**src/rtl/rx_fault_pkg.sv**
```systemverilog
package rx_fault_pkg;

    localparam int CTRL_W     = 32;
    localparam int POS_BITF   = 31;
    localparam int POS_BUSF   = 30;
    localparam int POS_CSUMF  = 29;
    localparam int POS_SYNCF  = 28;
    localparam int POS_FRAMEF = 26;
    localparam int POS_KEY_LO = 8;
    localparam int POS_LPBK   = 1;
    localparam int POS_RXPIN  = 0;
    localparam int LIN_GRP_N  = 4;   // bits 31:28, written only in LIN mode

    localparam logic [CTRL_W-1:0] USED_MASK = 32'hF400_0F03;

    typedef struct packed {
        logic bit_f;
        logic bus_f;
        logic csum_f;
        logic sync_f;
        logic frame_f;
        logic lpbk;
        logic rxpin;
    } fault_cfg_t;

    typedef enum logic [0:0] {
        ST_LOCKED = 1'b0,
        ST_TEST   = 1'b1
    } tm_state_e;

endpackage

```
**src/rtl/fi_ctrl_reg.sv**
```systemverilog
module fi_ctrl_reg
    import rx_fault_pkg::*;
#(
    parameter int          KEY_W     = 4,
    parameter logic [3:0]  KEY_RESET = 4'h5
) (
    input  logic                clk,
    input  logic                rst_n,
    input  logic                wr_en,
    input  logic                priv,
    input  logic                lin_mode,
    input  logic [CTRL_W-1:0]   wdata,
    output fault_cfg_t          cfg,
    output logic [KEY_W-1:0]    key,
    output logic [CTRL_W-1:0]   rdata
);

    localparam int LIN_TOP = POS_BITF;

    logic [LIN_GRP_N-1:0] lin_bits;
    logic                 frame_q;
    logic                 lpbk_q;
    logic                 rxpin_q;
    logic                 lin_wr;
    logic                 priv_wr;

    assign lin_wr  = wr_en && lin_mode;
    assign priv_wr = wr_en && priv;

    // LIN-qualified fault enables, one flop per bit
    for (genvar g = 0; g < LIN_GRP_N; g++) begin : g_lin_bit
        always_ff @(posedge clk or negedge rst_n) begin
            if (!rst_n)
                lin_bits[g] <= 1'b0;
            else if (lin_wr)
                lin_bits[g] <= wdata[LIN_TOP - (LIN_GRP_N - 1) + g];
        end
    end

    // Frame fault: writable on every access
    always_ff @(posedge clk or negedge rst_n) begin
        if (!rst_n)
            frame_q <= 1'b0;
        else if (wr_en)
            frame_q <= wdata[POS_FRAMEF];
    end

    // Privileged fields
    always_ff @(posedge clk or negedge rst_n) begin
        if (!rst_n) begin
            key     <= KEY_RESET[KEY_W-1:0];
            lpbk_q  <= 1'b0;
            rxpin_q <= 1'b0;
        end else if (priv_wr) begin
            key     <= wdata[POS_KEY_LO +: KEY_W];
            lpbk_q  <= wdata[POS_LPBK];
            rxpin_q <= wdata[POS_RXPIN];
        end
    end

    always_comb begin
        cfg.bit_f   = lin_bits[3];
        cfg.bus_f   = lin_bits[2];
        cfg.csum_f  = lin_bits[1];
        cfg.sync_f  = lin_bits[0];
        cfg.frame_f = frame_q;
        cfg.lpbk    = lpbk_q;
        cfg.rxpin   = rxpin_q;
    end

    always_comb begin
        rdata                        = '0;
        rdata[POS_BITF]              = lin_bits[3];
        rdata[POS_BUSF]              = lin_bits[2];
        rdata[POS_CSUMF]             = lin_bits[1];
        rdata[POS_SYNCF]             = lin_bits[0];
        rdata[POS_FRAMEF]            = frame_q;
        rdata[POS_KEY_LO +: KEY_W]   = key;
        rdata[POS_LPBK]              = lpbk_q;
        rdata[POS_RXPIN]             = rxpin_q;
    end


    lin_hold_chk: assert property (@(posedge clk) disable iff (!rst_n)
        !(wr_en && lin_mode) |=> $stable(lin_bits));


    priv_hold_chk: assert property (@(posedge clk) disable iff (!rst_n)
        !(wr_en && priv) |=> ($stable(key) && $stable(lpbk_q) && $stable(rxpin_q)));

endmodule

```
**src/rtl/fi_mode_fsm.sv**
```systemverilog
module fi_mode_fsm
    import rx_fault_pkg::*;
#(
    parameter int          KEY_W      = 4,
    parameter logic [3:0]  KEY_UNLOCK = 4'hA
) (
    input  logic              clk,
    input  logic              rst_n,
    input  logic              wr_en,
    input  logic              priv,
    input  logic [KEY_W-1:0]  wkey,
    output tm_state_e         state,
    output logic              test_active
);

    tm_state_e state_nx;
    logic      key_wr;
    logic      key_hit;

    assign key_wr  = wr_en && priv;
    assign key_hit = (wkey == KEY_UNLOCK[KEY_W-1:0]);

    always_ff @(posedge clk or negedge rst_n) begin
        if (!rst_n)
            state <= ST_LOCKED;
        else
            state <= state_nx;
    end

    always_comb begin
        state_nx = state;
        unique case (state)
            ST_LOCKED: if (key_wr && key_hit)  state_nx = ST_TEST;    // KEY_MATCH
            ST_TEST:   if (key_wr && !key_hit) state_nx = ST_LOCKED;  // KEY_MISS
            default:   state_nx = ST_LOCKED;
        endcase
    end

    always_comb begin
        test_active = 1'b0;
        unique case (state)
            ST_LOCKED: test_active = 1'b0;
            ST_TEST:   test_active = 1'b1;
            default:   test_active = 1'b0;
        endcase
    end


    mode_step_chk: assert property (@(posedge clk) disable iff (!rst_n)
        !(wr_en && priv) |=> $stable(state));

endmodule

```
**src/rtl/fi_inject.sv**
```systemverilog
module fi_inject
    import rx_fault_pkg::*;
(
    input  fault_cfg_t cfg,
    input  logic       test_active,
    input  logic       rx_bit,
    input  logic       brk_phase,
    input  logic       stop_bit,
    input  logic       ctype_sel,
    input  logic       sync_err,
    output logic       bitmon_bit,
    output logic       stopchk_bit,
    output logic       ctype_rx,
    output logic       sync_err_flag,
    output logic       sync_skew_req,
    output logic       lpbk_en,
    output logic       rxpin_en
);

    logic force_one;

    always_comb begin
        force_one     = test_active && (cfg.bit_f || (cfg.bus_f && brk_phase));
        bitmon_bit    = rx_bit | force_one;
        stopchk_bit   = stop_bit & ~(test_active && cfg.frame_f);
        ctype_rx      = ctype_sel ^ (test_active && cfg.csum_f);
        sync_err_flag = sync_err & ~test_active;
        sync_skew_req = test_active && cfg.sync_f;
        lpbk_en       = test_active && cfg.lpbk;
        rxpin_en      = test_active && cfg.rxpin;
    end

endmodule

```
**src/rtl/rx_fault_inject.sv**
```systemverilog
module rx_fault_inject
    import rx_fault_pkg::*;
#(
    parameter int          KEY_W      = 4,
    parameter logic [3:0]  KEY_RESET  = 4'h5,
    parameter logic [3:0]  KEY_UNLOCK = 4'hA
) (
    input  logic              clk,
    input  logic              rst_n,
    input  logic              reg_wr_en,
    input  logic              reg_priv,
    input  logic              lin_mode,
    input  logic [CTRL_W-1:0] reg_wdata,
    output logic [CTRL_W-1:0] reg_rdata,
    output logic              test_active,
    input  logic              rx_bit,
    input  logic              brk_phase,
    input  logic              stop_bit,
    input  logic              ctype_sel,
    input  logic              sync_err,
    output logic              bitmon_bit,
    output logic              stopchk_bit,
    output logic              ctype_rx,
    output logic              sync_err_flag,
    output logic              sync_skew_req,
    output logic              lpbk_en,
    output logic              rxpin_en
);

    fault_cfg_t       cfg;
    logic [KEY_W-1:0] key;
    tm_state_e        state;

    fi_ctrl_reg #(.KEY_W(KEY_W), .KEY_RESET(KEY_RESET)) u_reg (
        .clk      (clk),
        .rst_n    (rst_n),
        .wr_en    (reg_wr_en),
        .priv     (reg_priv),
        .lin_mode (lin_mode),
        .wdata    (reg_wdata),
        .cfg      (cfg),
        .key      (key),
        .rdata    (reg_rdata)
    );

    fi_mode_fsm #(.KEY_W(KEY_W), .KEY_UNLOCK(KEY_UNLOCK)) u_fsm (
        .clk         (clk),
        .rst_n       (rst_n),
        .wr_en       (reg_wr_en),
        .priv        (reg_priv),
        .wkey        (reg_wdata[POS_KEY_LO +: KEY_W]),
        .state       (state),
        .test_active (test_active)
    );

    fi_inject u_inj (
        .cfg           (cfg),
        .test_active   (test_active),
        .rx_bit        (rx_bit),
        .brk_phase     (brk_phase),
        .stop_bit      (stop_bit),
        .ctype_sel     (ctype_sel),
        .sync_err      (sync_err),
        .bitmon_bit    (bitmon_bit),
        .stopchk_bit   (stopchk_bit),
        .ctype_rx      (ctype_rx),
        .sync_err_flag (sync_err_flag),
        .sync_skew_req (sync_skew_req),
        .lpbk_en       (lpbk_en),
        .rxpin_en      (rxpin_en)
    );


    key_state_chk: assert property (@(posedge clk) disable iff (!rst_n)
        test_active == (key == KEY_UNLOCK[KEY_W-1:0]));


    rsvd_zero_chk: assert property (@(posedge clk) disable iff (!rst_n)
        (reg_rdata & ~USED_MASK) == '0);


    bit_force_chk: assert property (@(posedge clk) disable iff (!rst_n)
        (test_active && reg_rdata[POS_BITF]) |-> bitmon_bit);


    frame_force_chk: assert property (@(posedge clk) disable iff (!rst_n)
        (test_active && reg_rdata[POS_FRAMEF]) |-> !stopchk_bit);


    sync_quiet_chk: assert property (@(posedge clk) disable iff (!rst_n)
        test_active |-> !sync_err_flag);


    path_gate_chk: assert property (@(posedge clk) disable iff (!rst_n)
        !test_active |-> (!lpbk_en && !rxpin_en));

endmodule

```
**config.mk**
```make
export PLATFORM = sky130hd
export DESIGN_NAME = rx_fault_inject
export DESIGN_NICKNAME = d
export VERILOG_FILES = /design/src/rtl/rx_fault_pkg.sv /design/src/rtl/fi_ctrl_reg.sv /design/src/rtl/fi_mode_fsm.sv /design/src/rtl/fi_inject.sv /design/src/rtl/rx_fault_inject.sv
export SDC_FILE = /design/constraint.sdc
export NUM_CORES = 1
export LEC_CHECK = 0
export CAP_MARGIN = 20
export CELL_PAD_IN_SITES_DETAIL_PLACEMENT = 1
export CELL_PAD_IN_SITES_GLOBAL_PLACEMENT = 1
export CORE_MARGIN = 1.5
export CORE_UTILIZATION = 19
export DETAILED_ROUTE_END_ITERATION = 16
export PLACE_DENSITY_LB_ADDON = 0.1
export SLEW_MARGIN = 20
export SYNTH_ARGS = -nofsm -noshare
export SYNTH_HDL_FRONTEND = slang
export SYNTH_SLANG_ARGS = --single-unit
```
**constraint.sdc**
```tcl
create_clock -name clk -period 1.3 [get_ports clk]
set_input_delay 0.13 -clock clk [delete_from_list [all_inputs] [get_ports clk]]
set_output_delay 0.13 -clock clk [all_outputs]
set_load 0.03 [all_outputs]
```
==> metrics.cfg, run 1 <==
[place]
place.gp.congestion=0.607
placed_area_mm2=0.00103
numPortBuffers=39
hpwl_mm=1.25
dp.cells=143

[timing]
hold_viol_final=0
rsz0062_at_grt=false
slew_viol_final=0
period_minus_slack_ps=1240
whs_ps=157
fmax_mhz=805
setup-violations-final=0
finClkSkew_ps=0
fin_setup_tns_ps=0
finalCritPeriodShare=0.956

[route]
drc=0
firstDrtPassIters=2
ant_nets=0
wirelength_mm=1.51
drt_iter0_markers=1
wl_met2_um=683
met1_length_um=640
vias_per_cell=3.52
top_layer_used=met4
vias=518
wire_per_inst_um=10.2
met3RoutedLength_um=172

[power_and_ir_drop]
cellPowerDensity_mw_per_mm2=1220
design_power_total_mw=1.33
p_leak_nw=0.516
peakVddDrop_uv=561

[clocking]
cts_root_buffer=clkbuf_8
tritoncts=built
cts.clk_slew.worst_paths_ps=60
cts.sinks=12
cts_buffer_depth=2
htreeDepth=1
post_cts.repair.setup_buffers=0
cts_hold_buf=0
numCtsBuffers=3
worstSkewPairLatency_ps=240

[logic_synthesis]
synth_seq_area_share=0.431
synth.distinct_cells=13
yosys_register_bits=12
postSynthCellCount=61
synth_area_um2=702
yosysWarnings=0
syn_area_per_cell_um2=11.5

[critical_path]
cp.arrival_ps=1110
crit_type=reg -> out
crit_fanout=3
required_ps=1170
endpoint_kind=output pin
crit_path_cell_trace=a21o_1, a21o_1, buf_6
crit_family=flip-flops
crit_start=u_reg.cfg[5]$_DFFE_PN0P_
max_stage_delay_ps=380
crit_buf_inv=1
start_kind=flip-flop
crit_slowest_cell=dfrtp_1
cpMostUsedCell=a21o_1

[die]
ios=82
fp.coreArea_mm2=0.00344
die_w_um=63.8
rows=21
die_area_mm2=0.00407
initial_core_util=0.204
die_y_um=63.8

[global_route]
grt_pass1_vias=517
overflow=0
grt_max_degree=10
antenna_found_initial=0
track_usage=0.0793
grt_pass1_wl_mm=2.47

[cells_and_area]
layout.cells.non_filler=147
fillers=417
n_antenna_cell=0
syn2layout_area_growth_pct=54.7
design_area_mm2=0.00109
nets=144
layout-drive-gt1-share=0.327

[run]
cap_violations=0

[min_path]
hold_path.class=in -> async

[status]
status=completed

## flip-flops by register name, summed over array words and instances, names as in the netlist, named ones only
register       cells
u_reg.frame_q      1
u_reg.rxpin_q      1
u_reg.lpbk_q       1
u_reg.key          4
u_reg.cfg          4
## cell families (layout without fill, tap and decap cells)
family,Yosys count,in the layout,synth area share
xor gates and xnor gates,1,1,0.0125
and+or+nand+nor,8,8,0.0695
DFF,12,12,0.431
AOI/OAI and AO/OA,3,3,0.0321
muxes,12,12,0.193
other,1,21,0.00534
buffers and inverters,24,44,0.257
## stage by stage
step           utilization  setup WS (ps)
2_1_floorplan            -           88.7
3_3_place_gp         0.301           18.4
3_5_place_dp         0.301           3.44
4_1_cts              0.314           19.2
5_1_grt              0.316           2.14
6_report             0.316           57.2
## final timing paths
path | to | slack [ps] | cells after the start
setup reg to reg | flip-flop | 430 | 1
hold / removal | u_reg.frame_q$_DFFE_PN0P_ | 160 | 1
hold reg to reg | u_reg.key[1]$_DFFE_PN0P_ | 510 | 1
setup / recovery | bitmon_bit | 60 | 3
max in group asynchronous | async pin | 720 | 2
min in group clk | u_reg.lpbk_q$_DFFE_PN0P_ | 500 | 2
## layout by cell type (no fill, tap or decap)
| master | instances |
|---|---|
| buf_6 | 1 |
| nor4bb_1 | 1 |
| xnor2_2 | 1 |
| conb_1 | 21 |
| and2_1 | 3 |
| dfrtp_1 | 9 |
| nor2b_1 | 1 |
| clkbuf_8 | 4 |
| dfrtp_2 | 1 |
| nand2_1 | 1 |
| a21o_1 | 2 |
| mux2_2 | 12 |
| nand2_2 | 2 |
| buf_4 | 10 |
| clkdlybuf4s50_1 | 20 |
| a21boi_1 | 1 |
| dlygate4sd2_1 | 9 |
| dfstp_2 | 2 |
## cell usage after synthesis (all sizes together)
cell | number | area (um^2)
and2 | 3 | 18.8
nor2b | 1 | 6.26
buf | 24 | 180
dfrtp | 10 | 250
mux2 | 12 | 135
a21boi | 1 | 7.51
a21o | 2 | 15.0
dfstp | 2 | 52.6
nand2 | 3 | 13.8
xnor2 | 1 | 8.76
conb | 1 | 3.75
nor4bb | 1 | 10.0
## what timing repair did
item | CTS | global route
setup endpoints to repair | 10 | 2
cloned | 0 | 0
gates resized for setup | 10 | 2
## power breakdown
part	internal, mW	total (mW)	switching, mW
Sequential	0.432	0.466	0.0340
Combinational	0.175	0.450	0.275
Clock	0.268	0.410	0.142
Total	0.875	1.33	0.451
## area by class of cell
type	count	area, um^2	share of cell area
clock buffer	4	55.1	0.0507
multi-input combinational	45	304	0.280
tap	46	57.6	0.0530
timing repair buffer	40	365	0.336
sequential	12	304	0.280
## metal layers
layer / up-vias / track usage
met4: 0 / 0.0245
met2: 39 / 0.124
met5: - / 0
met1: 242 / 0.0935
met3: 2 / 0.0423
li1: 235 / -
No activity file was read; power rests on OpenSTA's default activity.
==> inputs of run 2 (changes only) <==
--- a/config.mk
+++ b/config.mk
@@ -12,6 +12,7 @@
 export CORE_UTILIZATION = 19
 export DETAILED_ROUTE_END_ITERATION = 16
 export PLACE_DENSITY_LB_ADDON = 0.1
+export REMOVE_ABC_BUFFERS = 1
 export SLEW_MARGIN = 20
 export SYNTH_ARGS = -nofsm -noshare
 export SYNTH_HDL_FRONTEND = slang
==> run 2 against run 1 <==
  * Core utilization decreased by 0.073 points
  * Maximum frequency up 0.90%
  * Via count is 0.58% higher
  * Cell area decreased by 0.23%
  * Die area stayed put
==> metrics.cfg, run 2 (same netlist as run 1, synthesis figures left out) <==
[cells_and_area]
final_common_cell=conb_1
layout.cells.non_filler=148  ; +0.68%
layout_common_cells=conb_1 (21), clkdlybuf4s50_1 (20), mux2_2 (12)
layout-drive-gt1-share=0.314  ; -0.0130
nets=145  ; +0.69%
syn2layout_area_growth_pct=54.4
n_antenna_cell=0  ; unchanged
fillers=404  ; -3.1%

[critical_path]
required_ps=1170  ; about the same
crit_path_cell_trace=a21o_1, a21o_1, buf_6
crit_slowest_cell=dfrtp_1
cp-endpoint=bitmon_bit
r2r_slack_ps=390  ; -40 ps
crit_fanout=3  ; unchanged
endpoint_kind=output pin
r2r_start=u_reg.cfg[5]$_DFFE_PN0P_
crit_type=reg -> out
crit_start=u_reg.cfg[5]$_DFFE_PN0P_
reg2reg_depth=2  ; +1
worstReg2RegEnd=u_reg.cfg[5]$_DFFE_PN0P_
cpMostUsedCell=a21o_1
max_stage_delay_ps=400  ; +20 ps
cp.arrival_ps=1100  ; about the same
start_kind=flip-flop

[clocking]
worstSkewPairLatency_ps=240  ; about the same
cts_buffer_depth=2  ; unchanged
tritoncts=built
htreeDepth=1  ; unchanged
cts_root_buffer=clkbuf_8
numCtsBuffers=3  ; unchanged
cts_hold_buf=0  ; unchanged
cts.sinks=12  ; unchanged
cts.clk_slew.worst_paths_ps=60  ; about the same

[place]
hpwl_mm=1.26  ; +0.53%
numPortBuffers=39  ; unchanged
dpl_worst_slack_ps=-0.321  ; -3.76 ps
place.gp.congestion=0.614  ; +1.2%
dp.cells=143  ; unchanged

[die]
fp.coreArea_mm2=0.00344  ; unchanged
ios=82  ; unchanged
rows=21  ; unchanged
die_area_mm2=0.00407  ; unchanged
initial_core_util=0.204  ; unchanged
die_w_um=63.8  ; unchanged
die_y_um=63.8  ; unchanged

[status]
status=completed

[global_route]
track_usage=0.0797  ; +0.000343
antenna_found_initial=0  ; unchanged
overflow=0  ; unchanged
grt_pass1_vias=488  ; -5.6%
grt_pass1_wl_mm=2.39  ; -3.1%
grt_max_degree=13  ; +3

[timing]
finClkSkew_ps=0  ; unchanged
setup-violations-final=0  ; unchanged
slew_viol_final=0  ; unchanged
hold_viol_final=0  ; unchanged
rsz0062_at_grt=true
fmax_mhz=812  ; +0.90%
period_minus_slack_ps=1230  ; -11.0 ps
timing.final.ws_setup_ps=68.2  ; +11.0 ps
finalCritPeriodShare=0.948  ; -0.00849

[route]
vias_per_cell=3.52  ; -0.10%
drt_iter0_markers=8  ; +7
wire_per_inst_um=10.6  ; +3.7%
vias=521  ; +0.58%
drc=0  ; unchanged
wirelength_mm=1.57  ; +4.4%
wl_met2_um=649  ; -5.0%
ant_nets=0  ; unchanged
met3RoutedLength_um=227  ; +32%
met1_length_um=683  ; +6.7%
top_layer_used=met4
firstDrtPassIters=2  ; unchanged

[power_and_ir_drop]
p_leak_nw=0.513  ; -0.62%
cellPowerDensity_mw_per_mm2=1230  ; +0.57%
peakVddDrop_uv=473  ; -16%
design_power_total_mw=1.33  ; +0.34%

[min_path]
hold_path.class=in -> async

[run]
cap_violations=0  ; unchanged

## run 2: power breakdown
group / leakage [nW] / switching [mW] / internal, mW
clock network: 0.0288 / 0.140 / 0.267
registers: 0.139 / 0.0338 / 0.432
logic: 0.345 / 0.278 / 0.178
total: 0.513 / 0.453 / 0.878
## run 2: worst max-delay path: cells and delay by family (launching register included)
kind / cells / cell delay [ps]
buffers and inverters: 1 / 130
AOI/OAI and AO/OA: 2 / 340
DFF: 1 / 400
## run 2: layout make-up
type	instances	area [um^2]	area share
Timing Repair Buffer	41	373	0.344
Sequential cell	12	304	0.281
Multi-Input combinational cell	45	294	0.271
Tap cell	46	57.6	0.0531
Clock buffer	4	55.1	0.0508
## run 2: metal layers
layer / GRT usage / vias to the layer above
li1: - / 236
met1: 0.104 / 237
met2: 0.109 / 46
met3: 0.0405 / 2
met4: 0.0326 / 0
met5: 0 / -
## run 2: how the worst min path moves through the flow
stage,endpoint,slack (ps),depth (start not counted)
global route,u_reg.rxpin_q$_DFFE_PN0P_,200,2
finish,u_reg.rxpin_q$_DFFE_PN0P_,190,2
CTS,u_reg.lpbk_q$_DFFE_PN0P_,200,2
detailed placement,u_reg.key[3]$_DFFE_PN0P_,450,2
floorplan,async pin,-170,0
global placement,u_reg.key[3]$_DFFE_PN0P_,450,2
## run 2: timing repair
action,4_1_cts,5_1_grt
pin swaps,0,1
setup buffers,0,1
resized for setup,10,1
endpoints found under the setup margin,10,2
## run 2: per-stage QoR
step / setup TNS (ps) / utilization / hold WS, ps / area (um^2)
CTS: 0 / 0.312 / 195 / 1070
detailed placement: -0.436 / 0.298 / 454 / 1030
finish: 0 / 0.315 / 191 / 1080
global placement: 0 / 0.298 / 451 / 1030
floorplan: -179 / - / -166 / 597
global route: -16.8 / 0.315 / 199 / 1080
